**src/rtl/ring_node_pkg.sv**
```systemverilog
package ring_node_pkg;
  typedef enum logic [1:0] {
    MODE_PASS = 2'd0,
    MODE_LOAD = 2'd1,
    MODE_WAIT = 2'd2,
    MODE_INS  = 2'd3
  } node_mode_e;
endpackage

```
**src/rtl/ring_node_fifo.sv**
```systemverilog
module ring_node_fifo #(
  parameter int W     = 16,
  parameter int DEPTH = 8,
  localparam int PTR_W = (DEPTH > 1) ? $clog2(DEPTH) : 1,
  localparam int CNT_W = $clog2(DEPTH + 1)
) (
  input  logic             clk,
  input  logic             rst_n,
  input  logic             push,
  input  logic [W-1:0]     wdata,
  input  logic             pop,
  output logic [W-1:0]     head,
  output logic [CNT_W-1:0] count
);
  logic [W-1:0]     mem [DEPTH];
  logic [PTR_W-1:0] rd_q, rd_d, wr_q, wr_d;
  logic [CNT_W-1:0] cnt_q, cnt_d;

  function automatic logic [PTR_W-1:0] step(input logic [PTR_W-1:0] p);
    return (p == PTR_W'(DEPTH - 1)) ? '0 : p + 1'b1;
  endfunction

  always_comb begin
    rd_d  = pop  ? step(rd_q) : rd_q;
    wr_d  = push ? step(wr_q) : wr_q;
    case ({push, pop})
      2'b10:   cnt_d = cnt_q + 1'b1;
      2'b01:   cnt_d = cnt_q - 1'b1;
      default: cnt_d = cnt_q;
    endcase
  end

  always_ff @(posedge clk or negedge rst_n) begin
    if (!rst_n) begin
      rd_q  <= '0;
      wr_q  <= '0;
      cnt_q <= '0;
    end else begin
      rd_q  <= rd_d;
      wr_q  <= wr_d;
      cnt_q <= cnt_d;
    end
  end

  always_ff @(posedge clk) begin
    if (push) mem[wr_q] <= wdata;
  end

  assign head  = mem[rd_q];
  assign count = cnt_q;

  // the tail never grows past the depth, and the head is never read from an empty queue
  p_no_overflow_r7: assert property (@(posedge clk) disable iff (!rst_n)
    (push && !pop) |-> (cnt_q < CNT_W'(DEPTH)));
  p_no_underflow_r7: assert property (@(posedge clk) disable iff (!rst_n)
    pop |-> (cnt_q != '0));
endmodule

```
**src/rtl/ring_node_parse.sv**
```systemverilog
module ring_node_parse #(
  parameter int DATA_W  = 16,
  parameter int ID_W    = 4,
  parameter int LEN_W   = 4,
  parameter int NODE_ID = 0
) (
  input  logic              clk,
  input  logic              rst_n,
  input  logic              in_vld,
  input  logic [DATA_W-1:0] in_data,
  output logic              take,
  output logic              boundary
);
  logic [LEN_W-1:0] rem_q, rem_d;
  logic             mine_q, mine_d;
  logic             hdr, hit;

  assign hdr      = in_vld && (rem_q == '0);
  assign hit      = (in_data[DATA_W-1 -: ID_W] == ID_W'(NODE_ID));
  assign take     = in_vld && (hdr ? hit : mine_q);
  assign boundary = (rem_q == '0);

  always_comb begin
    rem_d  = rem_q;
    mine_d = mine_q;
    if (in_vld) begin
      if (hdr) begin
        rem_d  = in_data[LEN_W-1:0];
        mine_d = hit;
      end else begin
        rem_d  = rem_q - 1'b1;
      end
    end
  end

  always_ff @(posedge clk or negedge rst_n) begin
    if (!rst_n) begin
      rem_q  <= '0;
      mine_q <= 1'b0;
    end else begin
      rem_q  <= rem_d;
      mine_q <= mine_d;
    end
  end

  // a body word of a local message is always taken
  p_body_taken_r2: assert property (@(posedge clk) disable iff (!rst_n)
    (in_vld && !hdr && mine_q) |-> take);
endmodule

```
**src/rtl/ring_node.sv**
```systemverilog
module ring_node
  import ring_node_pkg::*;
#(
  parameter int DATA_W  = 16,
  parameter int ID_W    = 4,
  parameter int LEN_W   = 4,
  parameter int NODE_ID = 0,
  parameter int DEPTH   = 8,
  localparam int CNT_W  = $clog2(DEPTH + 1)
) (
  input  logic              clk,
  input  logic              rst_n,
  input  logic              ring_in_vld,
  input  logic [DATA_W-1:0] ring_in_data,
  output logic              ring_out_vld,
  output logic [DATA_W-1:0] ring_out_data,
  input  logic              tx_wr,
  input  logic [DATA_W-1:0] tx_data,
  output logic              tx_err,
  output logic              busy,
  output logic              rx_vld,
  output logic [DATA_W-1:0] rx_data
);
  node_mode_e        mode_q, mode_d;
  logic [LEN_W-1:0]  load_q, load_d;
  logic              err_d;
  logic              out_vld_d, rx_vld_d;
  logic [DATA_W-1:0] out_data_d, rx_data_d;
  logic              take, boundary, ins_now, fwd;
  logic              f_push, f_pop;
  logic [DATA_W-1:0] f_wdata, f_head;
  logic [CNT_W-1:0]  f_cnt;
  logic [LEN_W-1:0]  tx_len;
  logic              too_long;

  ring_node_parse #(.DATA_W(DATA_W), .ID_W(ID_W), .LEN_W(LEN_W), .NODE_ID(NODE_ID)) u_parse (
    .clk(clk), .rst_n(rst_n), .in_vld(ring_in_vld), .in_data(ring_in_data),
    .take(take), .boundary(boundary));

  ring_node_fifo #(.W(DATA_W), .DEPTH(DEPTH)) u_fifo (
    .clk(clk), .rst_n(rst_n), .push(f_push), .wdata(f_wdata), .pop(f_pop),
    .head(f_head), .count(f_cnt));

  assign tx_len   = tx_data[LEN_W-1:0];
  assign too_long = (int'(tx_len) + 1) > DEPTH;
  assign fwd      = ring_in_vld && !take;
  assign ins_now  = (mode_q == MODE_INS) || ((mode_q == MODE_WAIT) && boundary);

  always_comb begin
    mode_d     = mode_q;
    load_d     = load_q;
    err_d      = 1'b0;
    f_push     = 1'b0;
    f_pop      = 1'b0;
    f_wdata    = tx_data;
    out_vld_d  = 1'b0;
    out_data_d = '0;
    rx_vld_d   = take;
    rx_data_d  = take ? ring_in_data : '0;
    if (ins_now) begin
      out_vld_d  = 1'b1;
      out_data_d = f_head;
      f_pop      = 1'b1;
      if (fwd) begin
        f_push  = 1'b1;
        f_wdata = ring_in_data;
      end
      mode_d = (f_cnt == CNT_W'(1) && !fwd) ? MODE_PASS : MODE_INS;
    end else begin
      if (fwd) begin
        out_vld_d  = 1'b1;
        out_data_d = ring_in_data;
      end
      case (mode_q)
        MODE_PASS: if (tx_wr) begin
          if (too_long) begin
            err_d = 1'b1;
          end else begin
            f_push = 1'b1;
            load_d = tx_len;
            mode_d = (tx_len == '0) ? MODE_WAIT : MODE_LOAD;
          end
        end
        MODE_LOAD: if (tx_wr) begin
          f_push = 1'b1;
          load_d = load_q - 1'b1;
          if (load_q == LEN_W'(1)) mode_d = MODE_WAIT;
        end
        default: ;
      endcase
    end
  end

  always_ff @(posedge clk or negedge rst_n) begin
    if (!rst_n) begin
      mode_q        <= MODE_PASS;
      load_q        <= '0;
      tx_err        <= 1'b0;
      ring_out_vld  <= 1'b0;
      ring_out_data <= '0;
      rx_vld        <= 1'b0;
      rx_data       <= '0;
    end else begin
      mode_q        <= mode_d;
      load_q        <= load_d;
      tx_err        <= err_d;
      ring_out_vld  <= out_vld_d;
      ring_out_data <= out_data_d;
      rx_vld        <= rx_vld_d;
      rx_data       <= rx_data_d;
    end
  end

  assign busy = (mode_q != MODE_PASS);

  // forwarding adds exactly one clock
  p_pass_delay_r1: assert property (@(posedge clk) disable iff (!rst_n)
    (!ins_now && fwd) |=> (ring_out_vld && ring_out_data == $past(ring_in_data)));
  // removed words reach the receive port and leave an idle slot
  p_deliver_r2: assert property (@(posedge clk) disable iff (!rst_n)
    take |=> (rx_vld && rx_data == $past(ring_in_data)));
  p_remove_idle_r2: assert property (@(posedge clk) disable iff (!rst_n)
    (take && !ins_now) |=> !ring_out_vld);
  // queued words imply busy
  p_busy_queued_r3: assert property (@(posedge clk) disable iff (!rst_n)
    (f_cnt != '0) |-> busy);
  // a rejected header leaves the station idle
  p_reject_idle_r5: assert property (@(posedge clk) disable iff (!rst_n)
    tx_err |-> !busy);
  // occupancy kept by arriving traffic, lowered by idle slots
  p_occ_hold_r7: assert property (@(posedge clk) disable iff (!rst_n)
    (ins_now && fwd) |=> (f_cnt == $past(f_cnt)));
  p_occ_drop_r7: assert property (@(posedge clk) disable iff (!rst_n)
    (ins_now && !fwd) |=> (f_cnt == CNT_W'($past(f_cnt) - 1'b1)));
endmodule

```
**config.mk**
```make
export PLATFORM = sky130hd
export DESIGN_NAME = ring_node
export DESIGN_NICKNAME = d
export VERILOG_FILES = /design/src/rtl/ring_node_pkg.sv /design/src/rtl/ring_node_fifo.sv /design/src/rtl/ring_node_parse.sv /design/src/rtl/ring_node.sv
export SDC_FILE = /design/constraint.sdc
export NUM_CORES = 1
export LEC_CHECK = 0
export CORE_ASPECT_RATIO = 0.8
export CORE_MARGIN = 5
export CORE_UTILIZATION = 60
export CTS_BUF_LIST = sky130_fd_sc_hd__clkbuf_8 sky130_fd_sc_hd__clkbuf_16
export CTS_CLUSTER_SIZE = 10
export DETAILED_ROUTE_END_ITERATION = 10
export HOLD_SLACK_MARGIN = 0.05
export PLACE_DENSITY = 0.88
export SYNTH_ARGS = -nofsm -noshare
export SYNTH_HDL_FRONTEND = slang
export SYNTH_HIERARCHICAL = 1
export SYNTH_SLANG_ARGS = --single-unit
```
**constraint.sdc**
```tcl
create_clock -name clk -period 7.97 [get_ports clk]
set_input_delay 2.391 -clock clk [delete_from_list [all_inputs] [get_ports clk]]
set_output_delay 2.391 -clock clk [all_outputs]
set_load 0.02 [all_outputs]
```
==> impl_metrics.toml <==
[run_status]
outcome = "complete, no violations"

[timing]
drv_slew = 0
tightest_slew_ns = 0.912
finalSetupViolCount = 0
grt_setup_unrepaired = "false"
fin_crit_sh_pct = 65.2
timing.final.ws_setup_ns = 2.77
clock_skew_ns = 0.0146
hold_violations = 0
relSlewSlack_pct = 39.2
fin_crit_ns = 5.20
setup_tns_ns = 0
fmax_ghz = 0.192

[die]
fp.coreArea_um2 = 12700
dieArea_um2 = 15300
die_width_um = 137
fp-row-count = 37
ios = 72
start_util_pct = 60.8
die_h_um = 112

[synthesis]
synth-compound-area-share_pct = 2.05
synth_fa_ha_area_share_pct = 1.62
yosys_most_used_dff = "edfxtp_1"
synth_xor_area_share_pct = 0.566
syn_inst = 446
synth_top_family_by_area = "multiplexers"
synthArstFlopShare_pct = 30.4
yosysSeqAreaShare_pct = 67.7
synth-edff-count = 128
yosys_warnings = 6
muxShareOfSynthArea_pct = 17.8
ys_seq_elements = 184
syn_nets = 492
syn_area_um2 = 7740
synth_area_per_cell_um2 = 17.4
synth.distinct_cells = 54
synthSimpleGateAreaFrac_pct = 7.88

[cts]
ctsLongestPathBuffers = 2
root_buffer = "clkbuf_16"
clock_sinks = 184
post_cts_buffers = 0
post_cts_resized = 0
insertion_delay_ns = 0.44
cts-buffers-inserted = 17
ctsHoldBuffers = 0
path_clk_slew_ns = 0.06
htree_levels = 4
cts_tree = "yes"

[drt]
drt-total-wl_um = 17200
drt_iter0_markers = 396
drt-wirelength-per-cell_um = 24.0
vias = 4409
ant_nets = 0
dr.pass1.iters = 5
drc = 0
vias_per_cell = 6.15

[final_layout]
layout_common_cells = "128 x edfxtp_1, 70 x clkdlybuf4s50_1, 56 x dfrtp_1"
final_common_cell = "edfxtp_1"
nets = 575
seqCellArea_um2 = 5250
utilization_pct = 72.5
fillCellCount = 713
multiInputGateArea_um2 = 2320
final_area_um2 = 9230
diodes = 0
drive_gt1_share_pct = 17.2
area_growth_pct = 19.2

[worst_hold_path]
hp-class = "reg -> reg"
hold_path_depth = 1
min_from = "u_fifo/count[3]"

[placement]
gp_congestion = 0.752
placed_cell_area_um2 = 8630
port_buffers = 71
hpwlAfterDp_um = 10200
place_worst_setup_slack_ns = 2.41

[worst_setup_path]
reg2reg_from = "u_parse/rem_q[0]"
worstSetupStartpoint = "ring_in_data[12]"
cp_max_fo = 5
crit_path_start_kind = "input pin"
endpoint_kind = "flip-flop"
critical_path_class = "in -> reg"
required_ns = 8.28
reg2reg_depth = 15
crit_arrival_ns = 5.51

[global_route]
gr-total-overflow = 0
grt_max_degree = 57
grt_usage_pct = 23.9
grt_pass1_wl_um = 26500
antenna_found_initial = 0
grt_pass1_vias = 4595

[pwr]
power_mw = 3.28
p_leak_nw = 3.51
vdd_drop_max_mv = 0.208
powerDensity_nw_per_um2 = 355

[run]
maxCapViolCount = 0
[Yosys cell counts, types with 3 or more instances]
library cell	n	area share, %
edfxtp_1	128	50
dfrtp_1	56	18
nand2_1	40	1.9
mux2_2	29	4.2
mux4_1	29	9.8
nand3_1	19	1.2
and2_1	17	1.4
nor2_1	12	0.58
ha_1	10	1.6
mux2_4	10	1.9
nor2b_1	9	0.73
inv_1	8	0.39
clkbuf_1	7	0.34
mux2i_1	7	0.90
buf_2	5	0.32
buf_6	5	0.73
nand2b_1	4	0.32
xor2_1	4	0.45
mux4_2	3	0.87
nor3_1	3	0.19
o21ai_0	3	0.19
[worst paths after layout]
check,to,slack (ns)
worst max-delay path,u_fifo/count[2],2.77
worst min-delay path,u_fifo/count[3],0.51
worst max register to register,u_fifo/count[2],4.02
worst min register to register,u_fifo/count[3],0.51
max in group asynchronous,rx_data[7],5.36
min in group asynchronous,load_q[3],2.11
[critical path: stages]
cell	delay, ns
clkdlybuf4s50_1	0.50
nor4_1	0.47
mux2i_1	0.15
nor2b_1	0.18
nor2b_1	0.08
and2_1	0.16
or2_1	0.28
inv_1	0.18
ha_1	0.28
xor2_1	0.10
ha_1	0.18
a21oi_1	0.17
xor2_1	0.17
nor2_1	0.06
xor2_1	0.14
[area by class of cell]
cell class,instances,area share (%)
Clock inverter,14,1.72
Inverter,9,0.366
Timing Repair Buffer,85,8.78
Clock buffer,18,4.76
Sequential cell,184,56.8
Tap cell,175,2.37
Multi-Input combinational cell,232,25.2
[metal layers]
layer	wire length (um)	global-route usage, %
met4	395	8.58
met5	0	0
met2	8620	38.2
met3	1240	6.41
met1	6980	31.9
[report_power, final]
part           switching [mW]  total (mW)  internal (mW)  leakage [nW]
combinational           0.549        1.05          0.505          1.34
clock                   0.345       0.843          0.498         0.292
sequential              0.138        1.38           1.24          1.88
[through the flow]
step                      hold slack [ns]  instances
after floorplan                     0.434        446
after global placement              0.462        685
after detailed placement            0.481        685
after CTS                           0.495        717
after global routing                0.513        717
final                               0.507        717
[registers in the layout (all words and copies together), names as in the netlist]
| name | flops |
|---|---|
| tx_err | 1 |
| ring_out_vld | 1 |
| mode_q | 2 |
| u_fifo/mem | 128 |
| u_parse/rem_q | 4 |
| rx_data | 16 |
| u_fifo/count | 4 |
| rx_vld | 1 |
| ring_out_data | 16 |
| load_q | 4 |
| u_parse/mine_q | 1 |
| u_fifo/rd_q | 3 |
| u_fifo/wr_q | 3 |
[cells by family after synthesis]
family	after synthesis
flops	184
simple gates	118
mux	78
buf+inv	30
compound gates	21
fa+ha+maj	10
xor+xnor	5
Note: power is estimated with default switching activity, not from simulation.
